$ cat config.mk
export PLATFORM = sky130hd
export DESIGN_NAME = dma_svc_sched
export DESIGN_NICKNAME = d
export VERILOG_FILES = /design/src/rtl/dma_sched_pkg.sv /design/src/rtl/dma_sched_elig.sv /design/src/rtl/dma_sched_ctl.sv /design/src/rtl/dma_svc_sched.sv
export SDC_FILE = /design/constraint.sdc
export NUM_CORES = 1
export LEC_CHECK = 0
export ABC_AREA = 1
export ABC_CLOCK_PERIOD_IN_PS = 4250
export BUFFER_PORTS_ARGS = -buffer_cell sky130_fd_sc_hd__buf_4
export CAP_MARGIN = 20
export CORE_UTILIZATION = 28
export DETAILED_ROUTE_END_ITERATION = 7
export GPL_TIMING_DRIVEN = 1
export PLACE_DENSITY = 0.47
export SLEW_MARGIN = 20
export SYNTH_ARGS = -nofsm -noshare
export SYNTH_HDL_FRONTEND = slang
export SYNTH_SLANG_ARGS = --single-unit
$ cat constraint.sdc
create_clock -name clk -period 4.25 [get_ports clk]
set_input_delay 0.6375 -clock clk [delete_from_list [all_inputs] [get_ports clk]]
set_output_delay 0.6375 -clock clk [all_outputs]
set_load 0.01 [all_outputs]
$ cat src/rtl/dma_sched_pkg.sv
package dma_sched_pkg;
  typedef enum logic [1:0] {
    PH_IDLE  = 2'd0,
    PH_READ  = 2'd1,
    PH_WRITE = 2'd2,
    PH_HOST  = 2'd3
  } phase_t;
endpackage

$ cat src/rtl/dma_sched_elig.sv
module dma_sched_elig #(
  parameter int NCH  = 4,
  localparam int NREQ = NCH + 1
) (
  input  logic            clk,
  input  logic            rst_n,
  input  logic [NCH-1:0]  ch_en,
  input  logic [NCH-1:0]  ch_req,
  input  logic [NCH-1:0]  ch_sync_mode,
  input  logic [NCH-1:0]  ch_sync_evt,
  input  logic [NCH-1:0]  ch_iram,
  input  logic            host_req,
  input  logic            host_excl,
  input  logic [NCH-1:0]  launch_ch,
  output logic [NREQ-1:0] elig
);
  logic [NCH-1:0] sync_flag;

  // event latch; a new event wins over the launch clear
  always_ff @(posedge clk or negedge rst_n) begin
    if (!rst_n) sync_flag <= '0;
    else        sync_flag <= ch_sync_evt | (sync_flag & ~launch_ch);
  end

  for (genvar i = 0; i < NCH; i++) begin : g_ch
    logic sync_ok, excl_block;
    assign sync_ok    = !ch_sync_mode[i] || sync_flag[i];
    assign excl_block = host_excl && ch_iram[i];
    assign elig[i]    = ch_en[i] && ch_req[i] && sync_ok && !excl_block;

    // a synchronized channel never launches without a latched event
    a_r6_sync_launch: assert property (@(posedge clk) disable iff (!rst_n)
      (launch_ch[i] && ch_sync_mode[i]) |-> sync_flag[i]);
    // a launch consumes the flag unless a fresh event arrives
    a_r6_flag_consumed: assert property (@(posedge clk) disable iff (!rst_n)
      (launch_ch[i] && !ch_sync_evt[i]) |=> !sync_flag[i]);
  end
  assign elig[NCH] = host_req;
endmodule

$ cat src/rtl/dma_sched_ctl.sv
module dma_sched_ctl
  import dma_sched_pkg::*;
#(
  parameter int NCH  = 4,
  localparam int NREQ = NCH + 1,
  localparam int PW   = $clog2(NREQ)
) (
  input  logic            clk,
  input  logic            rst_n,
  input  logic [NREQ-1:0] elig,
  input  logic [NCH-1:0]  ch_iram,
  input  logic            core_conflict,
  input  logic            host_excl,
  input  logic            rd_done,
  input  logic            wr_done,
  input  logic            host_done,
  output logic [NREQ-1:0] grant,
  output logic [1:0]      phase_o,
  output logic            buf_load,
  output logic [NREQ-1:0] launch
);
  phase_t          st;
  logic [PW-1:0]   gidx, ptr;
  logic [PW:0]     pick;
  logic            pick_ok, stall_w, xfer_end, iram_g;
  logic [PW-1:0]   pick_idx;

  // next index after v, wrapping at the requester count
  function automatic logic [PW-1:0] wrap_inc(input logic [PW-1:0] v);
    if (int'(v) == NREQ - 1) return '0;
    return v + 1'b1;
  endfunction

  // first eligible index at or after base, circular; returns {found, index}
  function automatic logic [PW:0] rr_pick(input logic [NREQ-1:0] e,
                                          input logic [PW-1:0] base);
    logic [PW:0] r;
    int idx;
    r = '0;
    for (int k = NREQ - 1; k >= 0; k--) begin
      idx = int'(base) + k;
      if (idx >= NREQ) idx = idx - NREQ;
      if (e[idx]) r = {1'b1, PW'(idx)};
    end
    return r;
  endfunction

  function automatic logic iram_of(input logic [NCH-1:0] m, input logic [PW-1:0] g);
    logic r;
    r = 1'b0;
    for (int i = 0; i < NCH; i++)
      if (int'(g) == i) r = m[i];
    return r;
  endfunction

  assign pick     = rr_pick(elig, ptr);
  assign pick_ok  = pick[PW];
  assign pick_idx = pick[PW-1:0];
  assign launch   = (st == PH_IDLE && pick_ok) ? (NREQ'(1) << pick_idx) : '0;
  assign iram_g   = iram_of(ch_iram, gidx);
  assign stall_w  = (st == PH_READ || st == PH_WRITE) && iram_g &&
                    (core_conflict || host_excl);
  assign buf_load = (st == PH_READ) && rd_done && !stall_w;
  assign xfer_end = (st == PH_WRITE && wr_done && !stall_w) ||
                    (st == PH_HOST && host_done);
  assign phase_o  = st;

  always_ff @(posedge clk or negedge rst_n) begin
    if (!rst_n) begin
      st    <= PH_IDLE;
      gidx  <= '0;
      ptr   <= '0;
      grant <= '0;
    end else begin
      unique case (st)
        PH_IDLE: if (pick_ok) begin
          st    <= (int'(pick_idx) == NCH) ? PH_HOST : PH_READ;
          gidx  <= pick_idx;
          grant <= launch;
        end
        PH_READ:  if (buf_load) st <= PH_WRITE;
        PH_WRITE, PH_HOST: if (xfer_end) begin
          st    <= PH_IDLE;
          grant <= '0;
          ptr   <= wrap_inc(gidx);
        end
        default: st <= PH_IDLE;
      endcase
    end
  end

  a_r9_grant_onehot: assert property (@(posedge clk) disable iff (!rst_n)
    $onehot0(grant));
  a_r1_idle_no_grant: assert property (@(posedge clk) disable iff (!rst_n)
    (st == PH_IDLE) == (grant == '0));
  a_r2_load_then_write: assert property (@(posedge clk) disable iff (!rst_n)
    buf_load |=> (st == PH_WRITE));
  a_r8_stall_holds: assert property (@(posedge clk) disable iff (!rst_n)
    stall_w |=> $stable(st));
  a_r11_grant_stable: assert property (@(posedge clk) disable iff (!rst_n)
    (st != PH_IDLE && !xfer_end) |=> $stable(grant));
  a_r7_excl_skip: assert property (@(posedge clk) disable iff (!rst_n)
    (|(launch[NCH-1:0] & ch_iram)) |-> !host_excl);
  a_r3_ptr_moves: assert property (@(posedge clk) disable iff (!rst_n)
    xfer_end |=> (ptr == wrap_inc($past(gidx))));
endmodule

$ cat src/rtl/dma_svc_sched.sv
module dma_svc_sched #(
  parameter int NCH = 4
) (
  input  logic           clk,
  input  logic           rst_n,
  input  logic [NCH-1:0] ch_en,
  input  logic [NCH-1:0] ch_req,
  input  logic [NCH-1:0] ch_sync_mode,
  input  logic [NCH-1:0] ch_sync_evt,
  input  logic [NCH-1:0] ch_iram,
  input  logic           core_conflict,
  input  logic           host_req,
  input  logic           host_excl,
  input  logic           rd_done,
  input  logic           wr_done,
  input  logic           host_done,
  output logic [NCH:0]   grant,
  output logic [1:0]     phase,
  output logic           buf_load
);
  logic [NCH:0] elig_w, launch_w;

  dma_sched_elig #(.NCH(NCH)) u_elig (
    .clk, .rst_n, .ch_en, .ch_req, .ch_sync_mode, .ch_sync_evt, .ch_iram,
    .host_req, .host_excl,
    .launch_ch (launch_w[NCH-1:0]),
    .elig      (elig_w)
  );

  dma_sched_ctl #(.NCH(NCH)) u_ctl (
    .clk, .rst_n,
    .elig      (elig_w),
    .ch_iram, .core_conflict, .host_excl, .rd_done, .wr_done, .host_done,
    .grant, .phase_o (phase), .buf_load,
    .launch    (launch_w)
  );
endmodule

==> flow_summary.json, run 1 <==
{
  "drv_cap": 0,
  "ctsHoldBuffers": 0,
  "dp_slack_ns": 0.917,
  "dr.pass1.iters": 4,
  "syn_avg_cell_area_um2": 6.26,
  "ys_types": 31,
  "hold_class": "in2async",
  "viasPerCell": 4.46,
  "end_kind": "flop",
  "clock_latency_ns": 0.26,
  "die_w_um": 86.0,
  "syn_to_final_growth_pct": 21.1,
  "ys_seq_area_share_pct": 21.5,
  "finalInstanceArea_mm2": 0.00239,
  "required_ns": 4.40,
  "dpl_cell_area_mm2": 0.00235,
  "slew_headroom_pct": 59.6,
  "antenna_found_initial": 0,
  "route.detailed.drc": 0,
  "slew_viol_final": 0,
  "place_hpwl_um": 4530,
  "grtUsageTotal_pct": 15.0,
  "finalSetupViolCount": 0,
  "detail-route-antenna-nets": 0,
  "gr-max-usage-layer": "met2",
  "netlist_area_mm2": 0.00198,
  "gr-usage-met3_pct": 2.02,
  "use_met2_pct": 25.3,
  "cp_top_family": "simple AND/OR/NAND/NOR gates",
  "synthFlopType": "dfrtp_1",
  "layout.nets": 404,
  "rsz0062_at_grt": "false",
  "wl_per_cell_um": 11.9,
  "finalCritPeriodShare_pct": 78.6,
  "die-area_mm2": 0.00740,
  "yosysWarnings": 0,
  "yosys-top-cells-area": "nand2_1, dfrtp_1, ha_1",
  "insertedDiodeCount": 0,
  "cts_tree": "built",
  "fin_crit_ns": 3.34,
  "syn_inst": 316,
  "routed_wl_um": 5340,
  "cts_resized": 0,
  "core_region_area_mm2": 0.00679,
  "grt_max_degree": 18,
  "critPathSlowestCell": "dfrtp_1",
  "path_cells": "inv_2 > ha_1 > inv_1 > fa_1 > inv_1 > nand2_1 > nand2_1 > nand2_1 > inv_1 > nor3_1 > inv_1 > nand2_1 > nor2_1 > nand3b_1 > nand2_1 > inv_2 > nand3_2 > o21bai_1 > nand2_1",
  "critPathMostFrequentCell": "nand2_1",
  "arrival_ns": 3.49,
  "die_h_um": 86.0,
  "numPortBuffers": 35,
  "gp_congestion": 0.817,
  "synth_top_cell_area_share_pct": 21.6,
  "synth_nets": 365,
  "overflow": 0,
  "num_rows": 30,
  "clockRootBuffer": "clkbuf_8",
  "worst_slew_pin_slew_ns": 0.606,
  "clock_tree.buffer_depth": 2,
  "htreeDepth": 1,
  "path_clk_slew_ns": 0.07,
  "grt_pass1_wl_um": 8740,
  "crit_type": "reg2reg",
  "drt_iter0_markers": 82,
  "grt_pass1_vias": 1764,
  "ys_ff_latch": 17,
  "nFillCells": 750,
  "synth_async_sr_flop_share_pct": 100,
  "timing.fmax_ghz": 0.299,
  "start_util_pct": 29.1,
  "cp_slowest_stage_delay_ns": 0.73,
  "finalWorstSetupSlack_ns": 0.909,
  "skew_ns": 0.00386,
  "use_met1_pct": 20.9,
  "synth_top_cell_by_area": "nand2_1",
  "cts_sinks": 17,
  "finalHoldViolations": 0,
  "numCtsBuffers": 3,
  "critPathBufInv": 6,
  "pin_count": 36,
  "cts_setup_buffers": 0,
  "whs_ns": 0.235,
  "status": "finished, final reports clean",
  "startpoint_type": "flop",
  "vias": 2008,
  "setup_tns_ns": 0,
  "cp_max_fo": 15,
  "drive_above_1_share_pct": 16.4,
  "synth-edff-count": 0
}
[layout by cell type (no fill, tap or decap)]
master | Yosys | layout
o221ai_1 | 1 | 1
xor2_1 | 3 | 3
fa_1 | 1 | 1
nand3b_1 | 4 | 4
nand3_2 | 2 | 2
inv_1 | 46 | 46
o21ai_1 | 10 | 10
or2_1 | 1 | 1
buf_4 | 0 | 35
nand2_2 | 3 | 3
nand2_1 | 114 | 114
o21a_1 | 1 | 1
clkinv_2 | 0 | 1
nor3_1 | 1 | 1
o21bai_1 | 2 | 2
and3_1 | 1 | 1
o22ai_1 | 1 | 1
nor2_2 | 2 | 2
a21oi_1 | 8 | 8
xor2_2 | 1 | 1
nor2_1 | 15 | 15
inv_2 | 5 | 5
nand3_1 | 29 | 29
nand4_1 | 7 | 7
o21ai_2 | 1 | 1
a21oi_2 | 2 | 2
o211ai_2 | 2 | 2
nand2_4 | 1 | 1
dfrtp_1 | 17 | 17
ha_1 | 20 | 20
clkbuf_8 | 0 | 3
xnor2_1 | 1 | 1
o21ai_0 | 13 | 13
[cells by family (layout without fill, tap and decap cells)]
kind of cell | Yosys count | after routing | synth area share (%)
and+or+nand+nor | 180 | 180 | 39.6
buffers and inverters | 52 | 90 | 10.3
AOI/OAI and AO/OA | 41 | 41 | 12.3
adders and majority gates | 21 | 21 | 13.7
DFF | 17 | 17 | 21.5
xor gates and xnor gates | 5 | 5 | 2.60
[final timing paths]
check / startpoint / end / slack (ns) / depth (start not counted)
min reg2reg: u_elig.sync_flag[1] / u_elig.sync_flag[1] / 0.48 / 2
max: u_ctl.ptr[0] / u_elig.sync_flag[2] / 0.91 / 19
max reg2reg: u_ctl.ptr[0] / u_elig.sync_flag[2] / 0.91 / 19
max in group asynchronous: rst_n / u_ctl.ptr[0] / 3.82 / 1
min in group clk: u_elig.sync_flag[1] / u_elig.sync_flag[1] / 0.48 / 2
min: rst_n / u_ctl.grant[0] / 0.23 / 1
[registers in the layout (all words and copies together), names as in the netlist]
| register | count |
|---|---|
| u_ctl.grant | 5 |
| u_elig.sync_flag | 4 |
| u_ctl.gidx | 3 |
| u_ctl.ptr | 3 |
| u_ctl.phase_o | 2 |
[synth_stat cells, types with 2 or more instances]
| cell type | number |
|---|---|
| nand3_2 | 2 |
| dfrtp_1 | 17 |
| nand2_2 | 3 |
| ha_1 | 20 |
| o21ai_1 | 10 |
| nand2_1 | 114 |
| nor2_2 | 2 |
| nand3_1 | 29 |
| a21oi_2 | 2 |
| inv_2 | 5 |
| nand4_1 | 7 |
| nor2_1 | 15 |
| xor2_1 | 3 |
| a21oi_1 | 8 |
| inv_1 | 46 |
| o21ai_0 | 13 |
| o21bai_1 | 2 |
| nand3b_1 | 4 |
| o211ai_2 | 2 |
[stage by stage]
step / std cells / util (%)
global placement: 446 / 34.6
floorplan: 316 / -
CTS: 450 / 35.2
global route: 450 / 35.2
finish: 450 / 35.2
detailed placement: 446 / 34.6
[metal layers]
layer  part of all wire (%)  up-vias  routed length [um]
met5                      0        -                   0
met4                   0.43        0                  23
met3                    3.0        2                 159
met2                     47       36                2500
met1                     50      885                2660
li1                       -     1085                   -
[area by class of cell]
type,instances,area [um2],area share [%]
Multi-Input combinational cell,247,1350,56.3
Sequential cell,17,425,17.8
Timing Repair Buffer,35,263,11.0
Inverter,51,191,7.99
Tap cell,96,120,5.02
Clock buffer,3,41.3,1.72
Clock inverter,1,5.00,0.209
Power of run 1 is not shown: default switching activity piles up to over one toggle a cycle in this logic, so the estimate is an artifact.
==> run 2, diff against run 1 <==
- ABC_CLOCK_PERIOD_IN_PS: 4250 -> 3000
- PLACE_DENSITY: 0.47 -> 0.48
- clock period: 4.25 -> 3 ns (I/O delays scaled with it)
==> run 2 against run 1 <==
Critical path depth decreased by 1. Utilization increased by 1.4 points. Sequential share of layout area decreased by 0.62 points. Flip-flop and latch count unchanged. Cell area increased by 3.9%. Count of clock-buffer cells in the layout unchanged. Die area unchanged. Clock skew increased by 0.0069 ns. Global-route usage increased by 0.36 points. Via count increased by 0.85%. Setup slack got worse by 0.70 ns. First-iteration DRC count increased by 6.1%.
==> flow_summary.json, run 2 (synthesis results as in run 1) <==
{
  "finalSetupViolCount": 0,
  "cts_sinks": 17,
  "core_region_area_mm2": 0.00679,
  "hold_class": "in2async",
  "htreeDepth": 1,
  "reg2reg_depth": 18,
  "multi_input_area_mm2": 0.00140,
  "antenna_found_initial": 0,
  "regArea_um2": 427,
  "routed_wl_um": 5430,
  "viasPerCell": 4.44,
  "largest_register_ffs": 5,
  "layout_common_cells": "nand2_1, inv_1, buf_4",
  "route.detailed.drc": 0,
  "vias": 2025,
  "critPathLaunch": "u_ctl.ptr[1]",
  "clock_tree.buffer_depth": 2,
  "rsz0062_at_grt": "true",
  "insertedDiodeCount": 0,
  "finalCritPeriodShare_pct": 92.9,
  "detail-route-antenna-nets": 0,
  "pin_count": 36,
  "path_clk_slew_ns": 0.08,
  "numCtsBuffers": 3,
  "r2r_end": "u_ctl.phase_o[0]",
  "crit_type": "reg2reg",
  "slew_viol_final": 0,
  "required_ns": 3.14,
  "drive_above_1_share_pct": 20.6,
  "die-area_mm2": 0.00740,
  "finalHoldViolations": 0,
  "rr_startpoint": "u_ctl.ptr[1]",
  "grt_max_degree": 18,
  "startpoint_type": "flop",
  "timing.fmax_ghz": 0.359,
  "layout_commonest_cell": "nand2_1",
  "grt_pass1_vias": 1939,
  "die_w_um": 86.0,
  "drt_iter0_markers": 87,
  "finalInstanceArea_mm2": 0.00249,
  "ctsHoldBuffers": 0,
  "drv_cap": 0,
  "slew_headroom_pct": 76.4,
  "cp_max_fo": 7,
  "place_hpwl_um": 4540,
  "syn_to_final_growth_pct": 25.9,
  "overflow": 0,
  "setup_tns_ns": 0,
  "die_h_um": 86.0,
  "dpl_cell_area_mm2": 0.00238,
  "layout.nets": 410,
  "grt_pass1_wl_um": 9160,
  "status": "finished, final reports clean",
  "reg2reg_slack_ns": 0.21,
  "num_rows": 30,
  "gp_congestion": 0.811,
  "fin_crit_ns": 2.79,
  "clock_latency_ns": 0.26,
  "regMostFlops": "u_ctl.grant",
  "arrival_ns": 2.92,
  "end_kind": "flop",
  "numPortBuffers": 35,
  "nFillCells": 733,
  "cts_tree": "built",
  "grtUsageTotal_pct": 15.4,
  "crit_end": "u_ctl.phase_o[0]",
  "dr.pass1.iters": 4,
  "clockRootBuffer": "clkbuf_8",
  "wl_per_cell_um": 11.9,
  "worst_slew_pin_slew_ns": 0.352,
  "start_util_pct": 29.1,
  "skew_ns": 0.0108,
  "top_regs": "u_ctl.grant x5, u_elig.sync_flag x4"
}
## run 2: cell type report
class,instances,share of cell area [%]
clock buffer,3,1.66
clock inverter,1,0.201
inverter,51,7.69
multi-input combinational,247,56.1
sequential,17,17.1
tap,96,4.83
timing repair buffer,41,12.4
## run 2: how the worst min path moves through the flow
stage	startpoint	to	slack, ns	cells past startpoint
3_5_place_dp	rst_n	u_ctl.grant[3]	0.33	1
6_report	rst_n	u_ctl.grant[3]	0.04	1
5_1_grt	rst_n	u_ctl.grant[0]	0.05	1
4_1_cts	rst_n	u_ctl.grant[3]	0.05	1
3_3_place_gp	rst_n	u_elig.sync_flag[3]	0.33	1
2_1_floorplan	rst_n	u_ctl.gidx[0]	0.15	0
## run 2: what timing repair did
| item | CTS | global route |
|---|---|---|
| setup buffers | 0 | 2 |
| gates resized for setup | 0 | 12 |
| endpoints found under the setup margin | 0 | 13 |
## run 2: metrics by stage
step | hold WS [ns] | utilization [%] | setup slack, ns | instances
finish | 0.0395 | 36.6 | 0.214 | 456
global route | 0.0519 | 36.6 | -0.0607 | 456
CTS | 0.0484 | 35.7 | 0.110 | 454
detailed placement | 0.332 | 35.0 | 0.103 | 450
global placement | 0.334 | 35.0 | 0.127 | 450
floorplan | 0.154 | - | 0.393 | 316
## run 2: routing by layer
metal	track usage, %	part of all wire, %
met5	0	0
met4	2.42	0.57
met3	2.21	2.9
met2	25.5	47
met1	21.6	50
## run 2: critical path: stages, from the launching register on
cell,delay [ns]
dfrtp_2,0.46
inv_1,0.09
ha_1,0.23
inv_1,0.06
ha_1,0.22
a21oi_4,0.19
xor2_1,0.32
nand2_1,0.09
nand2_1,0.08
nand2_1,0.06
nand3_2,0.09
nand2_4,0.08
nor2_2,0.08
nand3b_1,0.11
or2_1,0.26
nand2_1,0.08
nor2_2,0.06
nand2_1,0.05
o21ai_1,0.06
Power of run 2 is left out for the same reason.
==> run 3, diff against run 2 <==
- HOLD_SLACK_MARGIN: not set -> 0.05
- RECOVER_POWER: not set -> 100
==> run 3 against run 2 <==
Critical path depth did not move. Register-to-register slack barely moved. Highest routed layer unchanged. First-iteration DRC count fell by 4.6%. Setup slack barely moved. Count of clock-buffer cells in the layout did not move.
==> flow_summary.json, run 3 (synthesis results as in run 1) <==
{
  "insertedDiodeCount": 0,
  "slew_headroom_pct": 37.2,
  "startpoint_type": "flop",
  "path_cells": "inv_1 > ha_1 > inv_1 > ha_1 > a21oi_4 > xor2_1 > nand2_1 > nand2_1 > nand2_1 > nand3_2 > nand2_4 > nor2_2 > nand3b_1 > or2_1 > nand2_1 > nor2_2 > nand2_1 > o21ai_1",
  "grtUsageTotal_pct": 15.4,
  "skew_ns": 0.00969,
  "nFillCells": 746,
  "drt_iter0_markers": 83,
  "rsz0062_at_grt": "true",
  "largest_register_ffs": 5,
  "regMostFlops": "u_ctl.grant",
  "finalInstanceArea_mm2": 0.00246,
  "place_hpwl_um": 4540,
  "start_util_pct": 29.1,
  "required_ns": 3.14,
  "layout.nets": 411,
  "core_region_area_mm2": 0.00679,
  "die_w_um": 86.0,
  "cp_slowest_stage_delay_ns": 0.46,
  "grt_max_degree": 18,
  "cp_max_fo": 7,
  "numPortBuffers": 35,
  "hold_class": "in2reg",
  "dr.pass1.iters": 4,
  "routed_wl_um": 5440,
  "dpl_cell_area_mm2": 0.00238,
  "status": "finished, final reports clean",
  "cp_top_family": "simple AND/OR/NAND/NOR gates",
  "grt_pass1_wl_um": 9160,
  "setup_tns_ns": 0,
  "viasPerCell": 4.45,
  "clock_latency_ns": 0.26,
  "finalSetupViolCount": 0,
  "path_clk_slew_ns": 0.07,
  "grt_pass1_vias": 1939,
  "critPathSlowestCell": "dfrtp_2",
  "crit_type": "reg2reg",
  "finalHoldViolations": 0,
  "die_h_um": 86.0,
  "cts_sinks": 17,
  "layout_commonest_cell": "nand2_1",
  "gp_congestion": 0.811,
  "clockRootBuffer": "clkbuf_8",
  "end_kind": "flop",
  "slew_viol_final": 0,
  "overflow": 0,
  "detail-route-antenna-nets": 0,
  "htreeDepth": 1,
  "numCtsBuffers": 3,
  "top_regs": "u_ctl.grant x5, u_elig.sync_flag x4",
  "syn_to_final_growth_pct": 24.7,
  "cts_tree": "built",
  "antenna_found_initial": 0,
  "critPathMostFrequentCell": "nand2_1",
  "critPathBufInv": 2,
  "wl_per_cell_um": 11.9,
  "num_rows": 30,
  "worst_slew_pin_slew_ns": 0.942,
  "arrival_ns": 2.92,
  "fin_crit_ns": 2.79,
  "vias": 2033,
  "drv_cap": 0,
  "drive_above_1_share_pct": 18.0,
  "clock_tree.buffer_depth": 2,
  "route.detailed.drc": 0,
  "die-area_mm2": 0.00740,
  "timing.fmax_ghz": 0.359,
  "layout_common_cells": "nand2_1, inv_1, buf_4",
  "pin_count": 36,
  "finalCritPeriodShare_pct": 92.9
}
[run 3: cell count changes in the layout (fill, tap and decap cells not counted), sizes merged]
cell / change
dlygate4sd3: +1
buf: -9
clkbuf: +9
[run 3: worst min-delay path, delay by kind of cell]
kind	cells	cell delay, ns
buffers and inverters	2	0.10
and+or+nand+nor	1	0.05
[run 3: metal layers]
layer / GRT usage, % / vias to the layer above / part of all wire [%] / wire length, um
li1: - / 1093 / - / -
met1: 21.6 / 915 / 50 / 2720
met2: 25.5 / 21 / 47 / 2550
met3: 2.21 / 4 / 2.6 / 140
met4: 2.42 / 0 / 0.57 / 31
met5: 0 / - / 0 / 0
[run 3: layout make-up]
cell class                 count  area (um2)  area share (%)
multi-input combinational    247        1400            56.6
sequential                    17         427            17.3
timing repair buffer          42         284            11.5
inverter                      51         191            7.77
tap                           96         120            4.87
clock buffer                   3        41.3            1.68
clock inverter                 1        5.00           0.203
[run 3: per-stage QoR]
stage               instances  utilization, %  hold WS [ns]  setup WS, ns
floorplan                 316               -         0.154         0.393
global placement          450            35.0         0.334         0.127
detailed placement        450            35.0         0.332         0.103
CTS                       455            35.8         0.367         0.110
global route              457            36.3         0.369       -0.0607
finish                    457            36.3         0.369         0.213
[run 3: worst paths after layout]
| check | start | to | slack (ns) | cells past startpoint |
|---|---|---|---|---|
| setup reg to reg | u_ctl.ptr[1] | u_ctl.phase_o[0] | 0.21 | 18 |
| min in group asynchronous | rst_n | u_ctl.grant[3] | 0.85 | 2 |
| max in group asynchronous | rst_n | u_ctl.ptr[1] | 1.50 | 2 |
| setup / recovery | u_ctl.ptr[1] | u_ctl.phase_o[0] | 0.21 | 18 |
| hold / removal | ch_sync_evt[0] | u_elig.sync_flag[0] | 0.37 | 3 |
| hold reg to reg | u_elig.sync_flag[1] | u_elig.sync_flag[1] | 0.48 | 2 |
[run 3: repair_timing]
item,in CTS,in global routing
resized for setup,0,12
hold buffers,1,0
buffers inserted,0,2
hold endpoints to repair,9,0
endpoints found under the setup margin,0,13
Power of run 3 is left out for the same reason.
